==> src/rtl/fal_pkg.sv <==
package fal_pkg;

    localparam int NUM_SYNC = 3;

    typedef enum logic [2:0] {
        RATE_NONE = 3'd0,
        RATE_64K  = 3'd1,
        RATE_8K   = 3'd2,
        RATE_2K   = 3'd3,
        RATE_1K   = 3'd4,
        RATE_400  = 3'd5,
        RATE_166  = 3'd6
    } rate_e;

    typedef struct packed {
        logic  locked;
        rate_e rate;
    } lock_t;

    // frame length in units of one 64 kHz frame
    function automatic int unsigned rate_mult(rate_e r);
        case (r)
            RATE_64K: return 1;
            RATE_8K:  return 8;
            RATE_2K:  return 32;
            RATE_1K:  return 64;
            RATE_400: return 160;
            RATE_166: return 384;
            default:  return 0;
        endcase
    endfunction

    function automatic int unsigned rate_period(rate_e r, int unsigned base);
        return base * rate_mult(r);
    endfunction

    function automatic int unsigned rate_tol(rate_e r, int unsigned base);
        return rate_period(r, base) / 100;
    endfunction

    // windows do not overlap, so at most one code can hit
    function automatic rate_e classify(int unsigned meas, int unsigned base);
        rate_e       hit;
        int unsigned p;
        int unsigned t;
        int unsigned d;
        hit = RATE_NONE;
        for (int k = 1; k <= 6; k++) begin
            p = rate_period(rate_e'(3'(k)), base);
            t = p / 100;
            d = (meas >= p) ? meas - p : p - meas;
            if (d <= t) hit = rate_e'(3'(k));
        end
        return hit;
    endfunction

endpackage

==> src/rtl/fal_edge_sync.sv <==
module fal_edge_sync #(
    parameter int N = 3
) (
    input  logic         clk,
    input  logic         rst,
    input  logic [N-1:0] din,
    output logic [N-1:0] rise
);
    // one synchronizer and edge detector per input, so switching the
    // select never fabricates an edge from a level difference
    for (genvar i = 0; i < N; i++) begin : g_ch
        logic s1_q, s2_q, prev_q;
        always_ff @(posedge clk) begin
            if (rst) begin
                s1_q   <= 1'b0;
                s2_q   <= 1'b0;
                prev_q <= 1'b0;
            end else begin
                s1_q   <= din[i];
                s2_q   <= s1_q;
                prev_q <= s2_q;
            end
        end
        assign rise[i] = s2_q & ~prev_q;
    end
endmodule

==> src/rtl/fal_rate_detect.sv <==
module fal_rate_detect
    import fal_pkg::*;
#(
    parameter int unsigned BASE_CNT = 300,
    parameter int          CNT_W    = 20
) (
    input  logic  clk,
    input  logic  rst,
    input  logic  clear,
    input  logic  edge_in,
    output lock_t status,
    output logic  qual_edge
);
    localparam logic [CNT_W-1:0] CNT_MAX = {CNT_W{1'b1}};

    logic [CNT_W-1:0] cnt_q;
    logic             have_prev_q;
    rate_e            cand_q;
    lock_t            st_q;
    rate_e            meas_rate;
    logic             lost;

    always_comb begin
        meas_rate = classify(32'(cnt_q), BASE_CNT);
        qual_edge = edge_in && have_prev_q && (meas_rate != RATE_NONE)
                    && (meas_rate == cand_q);
        lost      = st_q.locked && !edge_in
                    && (32'(cnt_q) >= 2 * rate_period(st_q.rate, BASE_CNT));
    end

    always_ff @(posedge clk) begin
        if (rst || clear) begin
            cnt_q       <= '0;
            have_prev_q <= 1'b0;
            cand_q      <= RATE_NONE;
            st_q        <= '0;
        end else if (edge_in) begin
            cnt_q       <= CNT_W'(1);
            have_prev_q <= 1'b1;
            if (have_prev_q) begin
                cand_q <= meas_rate;
                if (qual_edge) begin
                    st_q.locked <= 1'b1;
                    st_q.rate   <= meas_rate;
                end else begin
                    st_q <= '0;
                end
            end
        end else begin
            if (cnt_q != CNT_MAX) cnt_q <= cnt_q + 1'b1;
            if (lost) begin
                st_q        <= '0;
                have_prev_q <= 1'b0;
                cand_q      <= RATE_NONE;
            end
        end
    end

    assign status = st_q;
endmodule

==> src/rtl/fal_framer.sv <==
module fal_framer
    import fal_pkg::*;
#(
    parameter int unsigned BASE_CNT = 300,
    parameter int          CNT_W    = 20
) (
    input  logic       clk,
    input  logic       rst,
    input  logic       qual_edge,
    input  lock_t      status,
    input  logic [2:0] free_rate,
    output logic       fp_out
);
    logic [CNT_W-1:0] fcnt_q;
    logic             fp_q;
    rate_e            eff;
    int unsigned      limit;

    always_comb begin
        if (status.locked)                          eff = status.rate;
        else if (free_rate == 3'd0 || free_rate == 3'd7) eff = RATE_8K;
        else                                        eff = rate_e'(free_rate);
        // locked: stretch the wrap point by the tolerance so a late but
        // valid sync edge reloads the counter before it wraps on its own
        limit = rate_period(eff, BASE_CNT);
        if (status.locked) limit = limit + rate_tol(eff, BASE_CNT);
    end

    always_ff @(posedge clk) begin
        if (rst) begin
            fcnt_q <= CNT_W'(1);
            fp_q   <= 1'b0;
        end else if (qual_edge || (32'(fcnt_q) >= limit)) begin
            fcnt_q <= CNT_W'(1);
            fp_q   <= 1'b1;
        end else begin
            fcnt_q <= fcnt_q + 1'b1;
            fp_q   <= 1'b0;
        end
    end

    assign fp_out = fp_q;
endmodule

==> src/rtl/frame_aligner.sv <==
module frame_aligner
    import fal_pkg::*;
#(
    parameter int unsigned BASE_CNT = 300
) (
    input  logic       clk,
    input  logic       rst,
    input  logic [1:0] ref_sel,
    input  logic [2:0] sync_in,
    input  logic [2:0] free_rate,
    output logic       fp_out,
    output logic       sync_locked,
    output logic [2:0] sync_rate
);
    localparam int CNT_W = $clog2(BASE_CNT * 384 * 2 + 2) + 1;

    logic [NUM_SYNC-1:0] rise;
    logic                sel_edge;
    logic [1:0]          sel_q;
    logic                sel_change;
    logic                qual_edge;
    lock_t               status;

    fal_edge_sync #(.N(NUM_SYNC)) u_sync (
        .clk  (clk),
        .rst  (rst),
        .din  (sync_in),
        .rise (rise)
    );

    always_comb begin
        sel_edge = 1'b0;
        for (int i = 0; i < NUM_SYNC; i++)
            if (ref_sel == 2'(i)) sel_edge = rise[i];
    end

    always_ff @(posedge clk) begin
        if (rst) sel_q <= '0;
        else     sel_q <= ref_sel;
    end
    assign sel_change = (ref_sel != sel_q);

    fal_rate_detect #(.BASE_CNT(BASE_CNT), .CNT_W(CNT_W)) u_det (
        .clk       (clk),
        .rst       (rst),
        .clear     (sel_change),
        .edge_in   (sel_edge),
        .status    (status),
        .qual_edge (qual_edge)
    );

    fal_framer #(.BASE_CNT(BASE_CNT), .CNT_W(CNT_W)) u_frm (
        .clk       (clk),
        .rst       (rst),
        .qual_edge (qual_edge),
        .status    (status),
        .free_rate (free_rate),
        .fp_out    (fp_out)
    );

    assign sync_locked = status.locked;
    assign sync_rate   = status.rate;
endmodule

==> config.mk <==
export PLATFORM = sky130hd
export DESIGN_NAME = frame_aligner
export DESIGN_NICKNAME = d
export VERILOG_FILES = /design/src/rtl/fal_pkg.sv /design/src/rtl/fal_edge_sync.sv /design/src/rtl/fal_rate_detect.sv /design/src/rtl/fal_framer.sv /design/src/rtl/frame_aligner.sv
export SDC_FILE = /design/constraint.sdc
export NUM_CORES = 1
export LEC_CHECK = 0
export BUFFER_PORTS_ARGS = -buffer_cell sky130_fd_sc_hd__buf_2
export CAP_MARGIN = 5
export CORE_ASPECT_RATIO = 1.1
export CORE_MARGIN = 1
export CORE_UTILIZATION = 53
export CTS_BUF_LIST = sky130_fd_sc_hd__clkbuf_2 sky130_fd_sc_hd__clkbuf_4 sky130_fd_sc_hd__clkbuf_8
export CTS_CLUSTER_DIAMETER = 100
export CTS_CLUSTER_SIZE = 24
export DETAILED_ROUTE_END_ITERATION = 8
export PLACE_DENSITY = 0.66
export SLEW_MARGIN = 20
export SYNTH_ARGS = -nofsm -noshare
export SYNTH_HDL_FRONTEND = slang
export SYNTH_SLANG_ARGS = --single-unit
==> constraint.sdc <==
create_clock -name clk -period 17.9 [get_ports clk]
set_input_delay 0.895 -clock clk [delete_from_list [all_inputs] [get_ports clk]]
set_output_delay 0.895 -clock clk [all_outputs]
set_load 0.05 [all_outputs]
# Yosys cells after proc, flatten, opt, wreduce, memory -nomap -nowiden

Index checks and enable logic that the tools add are counted.

Input bits: 10
Output and inout port bits: 5
Register bits after elaboration: 58
Logic and storage cells: 126

Divide/modulo/power cells: 1
Magnitude comparators: 14
Bitwise gates (word level): 6
Multiplexer cells: 33
$add $sub $neg: 15
Reductions and logical operators: 17
Eq/ne operators: 19
Multiply operators: 3

Operators by type and width:

| kind                                                              | number |
|---|---|
| 2-to-1 mux 32 bit                                                 | 8 |
| case mux 9 bit (6 select lines)                                   | 2 |
| greater-or-equal comparator 19 x 32 -> 1 bit                      | 2 |
| adder 19 x 1 -> 19 bit (second input constant)                    | 2 |
| adder 32 bit                                                      | 1 |
| divider 32 x 7 -> 32 bit (second input constant)                  | 1 |
| less-or-equal comparator 32 x 11 -> 1 bit (second input constant) | 1 |
| less-or-equal comparator 32 x 2 -> 1 bit (second input constant)  | 1 |
| less-or-equal comparator 32 x 5 -> 1 bit (second input constant)  | 1 |
| less-or-equal comparator 32 x 7 -> 1 bit (second input constant)  | 1 |
| less-or-equal comparator 32 x 8 -> 1 bit (second input constant)  | 1 |
| less-or-equal comparator 32 x 9 -> 1 bit (second input constant)  | 1 |
| multiplier 7 x 32 -> 29 bit (first input constant)                | 1 |
| multiplier 7 x 32 -> 30 bit (first input constant)                | 1 |
| 2-to-1 mux 3 bit                                                  | 10 |
| equality test 3 bit (second input constant)                       | 7 |
| subtractor 12 x 19 -> 20 bit (first input constant)               | 1 |
| subtractor 14 x 19 -> 20 bit (first input constant)               | 1 |
| subtractor 15 x 19 -> 20 bit (first input constant)               | 1 |
| subtractor 16 x 19 -> 20 bit (first input constant)               | 1 |
| subtractor 17 x 19 -> 20 bit (first input constant)               | 1 |
| subtractor 19 x 12 -> 20 bit (second input constant)              | 1 |
| subtractor 19 x 14 -> 20 bit (second input constant)              | 1 |
| subtractor 19 x 15 -> 20 bit (second input constant)              | 1 |
| other kinds (32)                                                  | 59 |

# Depth between registers and ports, before layout

Depth in word-level cells: 15
Depth in mapped cells: 81
Gate-level depth less buffers: 74

# Hierarchy

Synthesis repeated with hierarchy kept, for this count alone.

Cell total of the unflattened synthesis: 1846
Area, all modules: 13111.3 µm²

By module, submodules not included:

| module          | area an instance (µm²) | times used | cells each | seq. area each (µm²) |
|---|---|---|---|---|
| fal_framer      | 6996.7                 | 1          | 978        | 400.4 |
| fal_rate_detect | 5763.0                 | 1          | 837        | 540.5 |
| fal_edge_sync   | 255.2                  | 1          | 21         | 180.2 |
| frame_aligner   | 96.3                   | 1          | 10         | 40.0 |

# Least setup slack after synthesis

No wires, ideal clock.

Kind: input to register
Start: input free_rate[2]
End: register u_frm.fcnt_q[16]
Buffers on the path: 6
Stages on the path: 75
Data arrival time: 14761 ps
Slack: 3074 ps
Library setup time: 65 ps
Required time: 17835 ps
Cell sequence: buf_6 > and3_1 > o31ai_1 > clkinv_1 > ha_1 > nand2_1 > fa_1 > fa_1 > inv_1 > ha_1 > buf_2 > o21a_1 > a21oi_1 > o21bai_1 > xor2_1 > o2111ai_4 > o21a_1 > a22oi_2 > [39 not listed] > o21ai_0 > nand2b_1 > a21oi_1 > nor2b_1 > o21ai_0 > nand2b_1 > a21oi_1 > nor2b_1 > o21ai_0 > nand2b_1 > a21oi_1 > nor2b_1 > o21ai_0 > nand2_1 > or2_2 > clkbuf_1 > clkbuf_1 > nor2_1

Word-level cells in the longest chain between the ends: 14
Elaborated cells on any way between the ends: 21
Classes of those cells: 1 x add/sub; 2 x mul; 1 x div; 1 x order compare; 7 x eq/ne; 5 x mux; 4 x reduce/logical

Ends and longest elaborated chain:

| item                                                   | line                | text |
|---|---|---|
| from (decl)                                            | frame_aligner.sv:10 | `input logic [2:0] free_rate,` |
| equality test 3 bit or zero test 3 bit (tied branches) | fal_framer.sv:21    | `else if (free_rate == 3'd0 \|\| free_rate == 3'd7) eff = RATE_8K;` |
| logical OR 1 bit                                       | fal_framer.sv:21    |  |
| 2-to-1 mux 3 bit *                                     | fal_framer.sv:21    |  |
| 2-to-1 mux 3 bit *                                     | fal_framer.sv:20    | `if (status.locked) eff = status.rate;` |
| equality test 3 bit (tied with other cells)            | fal_pkg.sv:22       | `case (r)` |
| case mux 9 bit (6 select lines) *                      | fal_pkg.sv:22       |  |
| 2-to-1 mux 32 bit                                      | fal_framer.sv:26    | `if (status.locked) limit = limit + rate_tol(eff, BASE_CNT);` |
| multiplier 7 x 32 -> 30 bit                            | fal_pkg.sv:34       | `return base * rate_mult(r);` |
| divider 32 x 7 -> 32 bit                               | fal_pkg.sv:38       | `return rate_period(r, base) / 100;` |
| adder 32 bit                                           | fal_framer.sv:26    |  |
| 2-to-1 mux 32 bit *                                    | fal_framer.sv:26    |  |
| greater-or-equal comparator 19 x 32 -> 1 bit *         | fal_framer.sv:33    | `end else if (qual_edge \|\| (32'(fcnt_q) >= limit)) begin` |
| logical OR 1 bit *                                     | fal_framer.sv:33    |  |
| OR reduction 2 bit (no line) *                         | n/a                 |  |
| to (signal assigned)                                   | fal_framer.sv:37    | `fcnt_q <= fcnt_q + 1'b1;` |
| to (decl)                                              | fal_framer.sv:14    | `logic [CNT_W-1:0] fcnt_q;` |

Every way passes the cells marked *; elsewhere a longest branch is shown, timed or not. The select of a mux whose other input is x is not followed.
A chain may end at the register's enable or synchronous reset.

# Worst setup path after layout

Start: input free_rate[2]
End: register u_frm.fcnt_q[9]

The elaborated chain is that of the path after synthesis.

==> impl_metrics.env <==
export IMPL_rrSetupSlack_ns=1.49
export IMPL_rr_worst_depth=71
export IMPL_wl_per_cell_um=19.3
export IMPL_dp_hpwl_um=29700
export IMPL_hold_path_class="reg -> reg"
export IMPL_portBuffers=14
export IMPL_grt_pass1_vias=12100
export IMPL_rr_endpoint="u_frm.fcnt_q[9]$_SDFF_PP0_"
export IMPL_grt_total_usage_pct=32.1
export IMPL_fillers=2222
export IMPL_synthCells=1724
export IMPL_final_common_cell="nor2_1"
export IMPL_die_w_um=146
export IMPL_core_area_um2=22200
export IMPL_maxSlewViolCount=0
export IMPL_power_leakage_nw=4.96
export IMPL_fin_crit_ns=16.50
export IMPL_synth_xor_area_share_pct=11.5
export IMPL_clock_tree_root_cell="clkbuf_8"
export IMPL_drt_total_wl_um=38500
export IMPL_synth_flop_cell="dfxtp_1"
export IMPL_drt_pass1_iter_count=8
export IMPL_drc=0
export IMPL_yosysSeqAreaShare_pct=9.64
export IMPL_ir_drop_uv=64.6
export IMPL_ios=15
export IMPL_multiInputGateArea_um2=10300
export IMPL_core_rowCount=57
export IMPL_finalCoreUtilization_pct=56.8
export IMPL_vias_per_cell=6.52
export IMPL_regArea_um2=1160
export IMPL_critPathMaxFanout=18
export IMPL_setup_violations=0
export IMPL_synthAdderAreaFrac_pct=13.3
export IMPL_power_density_nw_per_um2=97.8
export IMPL_synth_area_top_cells="ha_1 12%, dfxtp_1 9.6%, xnor2_1 7.9%"
export IMPL_antenna_found_initial=0
export IMPL_status="complete, no violations"
export IMPL_required_ns=18.18
export IMPL_syn_nets=1856
export IMPL_finClkSkew_ns=0.00795
export IMPL_synth_compound_area_share_pct=28.0
export IMPL_place_congestion=0.969
export IMPL_drt_iter0_markers=867
export IMPL_timing_slew_headroom_pct=27.1
export IMPL_synth_top_family_by_area="simple AND/OR/NAND/NOR gates"
export IMPL_worst_pin_slew_ns=1.07
export IMPL_synth_async_reset_ratio_pct=0
export IMPL_die_area_um2=23300
export IMPL_share_seq_of_total_power_pct=10.8
export IMPL_die_y_um=160
export IMPL_cap_violations=0
export IMPL_path_class="in -> reg"
export IMPL_critPathCaptureType="flop"
export IMPL_power_frac_comb_pct=79.4
export IMPL_synth_top_cell_by_area="ha_1"
export IMPL_detail_route_antenna_nets=0
export IMPL_synth_cell_type_count=114
export IMPL_h_tree_depth=3
export IMPL_avgSynthCellArea_um2=6.99
export IMPL_cts_sinks=58
export IMPL_start_util_pct=54.3
export IMPL_arrival_ns=16.78
export IMPL_synth_mux_area_fraction_pct=2.22
export IMPL_fin_nets=1825
export IMPL_n_antenna_cell=0
export IMPL_pwr_share_clk_pct=9.7
export IMPL_ctsHoldBuffers=0
export IMPL_grt_pass1_wl_um=61600
export IMPL_vias=13000
export IMPL_yosys_warnings=0
export IMPL_drive_gt1_share_pct=7.71
export IMPL_synth_top_area_share_pct=11.9
export IMPL_cts_buffers=9
export IMPL_worstSetupStartpointType="input pin"
export IMPL_worstSkewPairLatency_ns=0.34
export IMPL_final_cell_mix="174 x nor2_1, 161 x nand2_1, 129 x a21oi_1"
export IMPL_finalHoldViolCount=0
export IMPL_cts_buffer_depth=2
export IMPL_synthesis_area_um2=12000
export IMPL_area_growth_pct=4.53
export IMPL_hold_end="u_sync.g_ch[2].s2_q$_SDFF_PP0_"
export IMPL_p_sw_uw=672
export IMPL_cpPeakStageDelay_ns=0.60
export IMPL_ys_seq_elements=58
export IMPL_cts_tree="built"
export IMPL_cpMaxStageDelayCell="or4_1"
export IMPL_yosys_area_share_simple_pct=30.2
export IMPL_min_path_cells=1
export IMPL_min_period_over_period_pct=92.2
export IMPL_hp_start="u_sync.g_ch[2].s1_q$_SDFF_PP0_"
export IMPL_p_sw_share_pct=54.6
export IMPL_max_freq_mhz=60.6
export IMPL_rr_startpoint="u_det.status[2]$_SDFFE_PP0P_"
export IMPL_grt_overflow=0
export IMPL_grt_max_degree=35
export IMPL_path_clk_slew_ns=0.07
export IMPL_internal_power_uw=560
export IMPL_synth_edf_count=0
export IMPL_setup_tns_final_ns=0
-- per-layer routing --
metal / GRT usage, % / vias up / wire [µm]
met1: 37.6 / 6117 / 15800
met2: 57.7 / 479 / 18800
met5: 0 / - / 0
li1: - / 6282 / -
met4: 17.3 / 0 / 1990
met3: 2.71 / 126 / 1920
-- metrics by stage --
stage	power, mW	cells	hold WS, ns	cell area, µm²	setup WS (ns)
floorplan	0.882	1724	0.414	12000	3.07
global placement	1.06	1975	0.419	12300	1.12
detailed placement	1.07	1975	0.425	12300	0.655
CTS	1.19	1991	0.441	12500	0.894
global route	1.33	1993	0.454	12600	-0.00847
finish	1.23	1993	0.438	12600	1.40
-- sequential cells by signal, summed over array words and instances (netlist names) --
register / count
u_det.cnt_q: 19
u_frm.fcnt_q: 19
u_det.status: 4
u_det.cand_q: 3
u_sync.g_ch.prev_q: 3
u_sync.g_ch.s1_q: 3
u_sync.g_ch.s2_q: 3
sel_q: 2
u_det.have_prev_q: 1
u_frm.fp_out: 1
-- power groups by stage --
stage | Combinational (mW) | Sequential, mW | Clock (mW)
detailed placement | 0.933 | 0.136 | 0
global route | 1.07 | 0.134 | 0.129
CTS | 0.937 | 0.133 | 0.123
finish | 0.979 | 0.133 | 0.120
floorplan | 0.746 | 0.136 | 0
global placement | 0.926 | 0.136 | 0
-- synth_stat cells, drive strengths merged (28+ instances only) --
master and count:
a21oi 132, a31oi 44, and2 28, clkbuf 58, dfxtp 58, ha 115
inv 75, nand2 161, nand2b 32, nand3 82, nand4 30, nor2 177
nor2b 38, nor3 58, o21ai 91, xnor2 112, xor2 40
-- critical path, delay by kind of cell --
kind            cells  cell delay (ns)
mux                 3             1.07
fa+ha+maj           6             2.20
simple gates       26             4.33
compound gates     26             5.69
buf+inv             5             0.94
xor+xnor            4             1.67
-- how the worst max path moves through the flow --
stage                                      start                           to  slack, ns  cells after the start
floorplan                           free_rate[2]  u_frm.fcnt_q[16]$_SDFF_PP0_       3.07                     75
finish                              free_rate[2]   u_frm.fcnt_q[9]$_SDFF_PP0_       1.40                     70
detailed placement                  free_rate[2]  u_frm.fcnt_q[15]$_SDFF_PP0_       0.66                     70
global placement                    free_rate[2]   u_frm.fcnt_q[4]$_SDFF_PP0_       1.12                     70
CTS                 u_det.status[3]$_SDFFE_PP0P_  u_frm.fcnt_q[15]$_SDFF_PP0_       0.89                     70
global route                        free_rate[2]  u_frm.fcnt_q[13]$_SDFF_PP0_     -0.008                     70
-- cells by family (layout without fill, tap and decap cells) --
| group | count (synthesis) | count (layout) |
|---|---|---|
| DFF | 58 | 58 |
| and+or+nand+nor | 713 | 713 |
| muxes | 26 | 26 |
| xor gates and xnor gates | 153 | 153 |
| adders and majority gates | 124 | 124 |
| AOI/OAI and AO/OA | 491 | 491 |
| buffers and inverters | 159 | 133 |
-- area by class of cell --
type	count	area share [%]
inverter	82	2.45
clock buffer	11	1.10
clock inverter	5	0.437
tap	295	2.93
multi-input combinational	1507	82.0
timing repair buffer	35	1.81
sequential	58	9.23
-- repair_timing --
item,in CTS,in global routing
endpoints found under the setup margin,0,20
setup buffers,0,2
gates resized for setup,0,10
(Power assumes the default switching activity.)
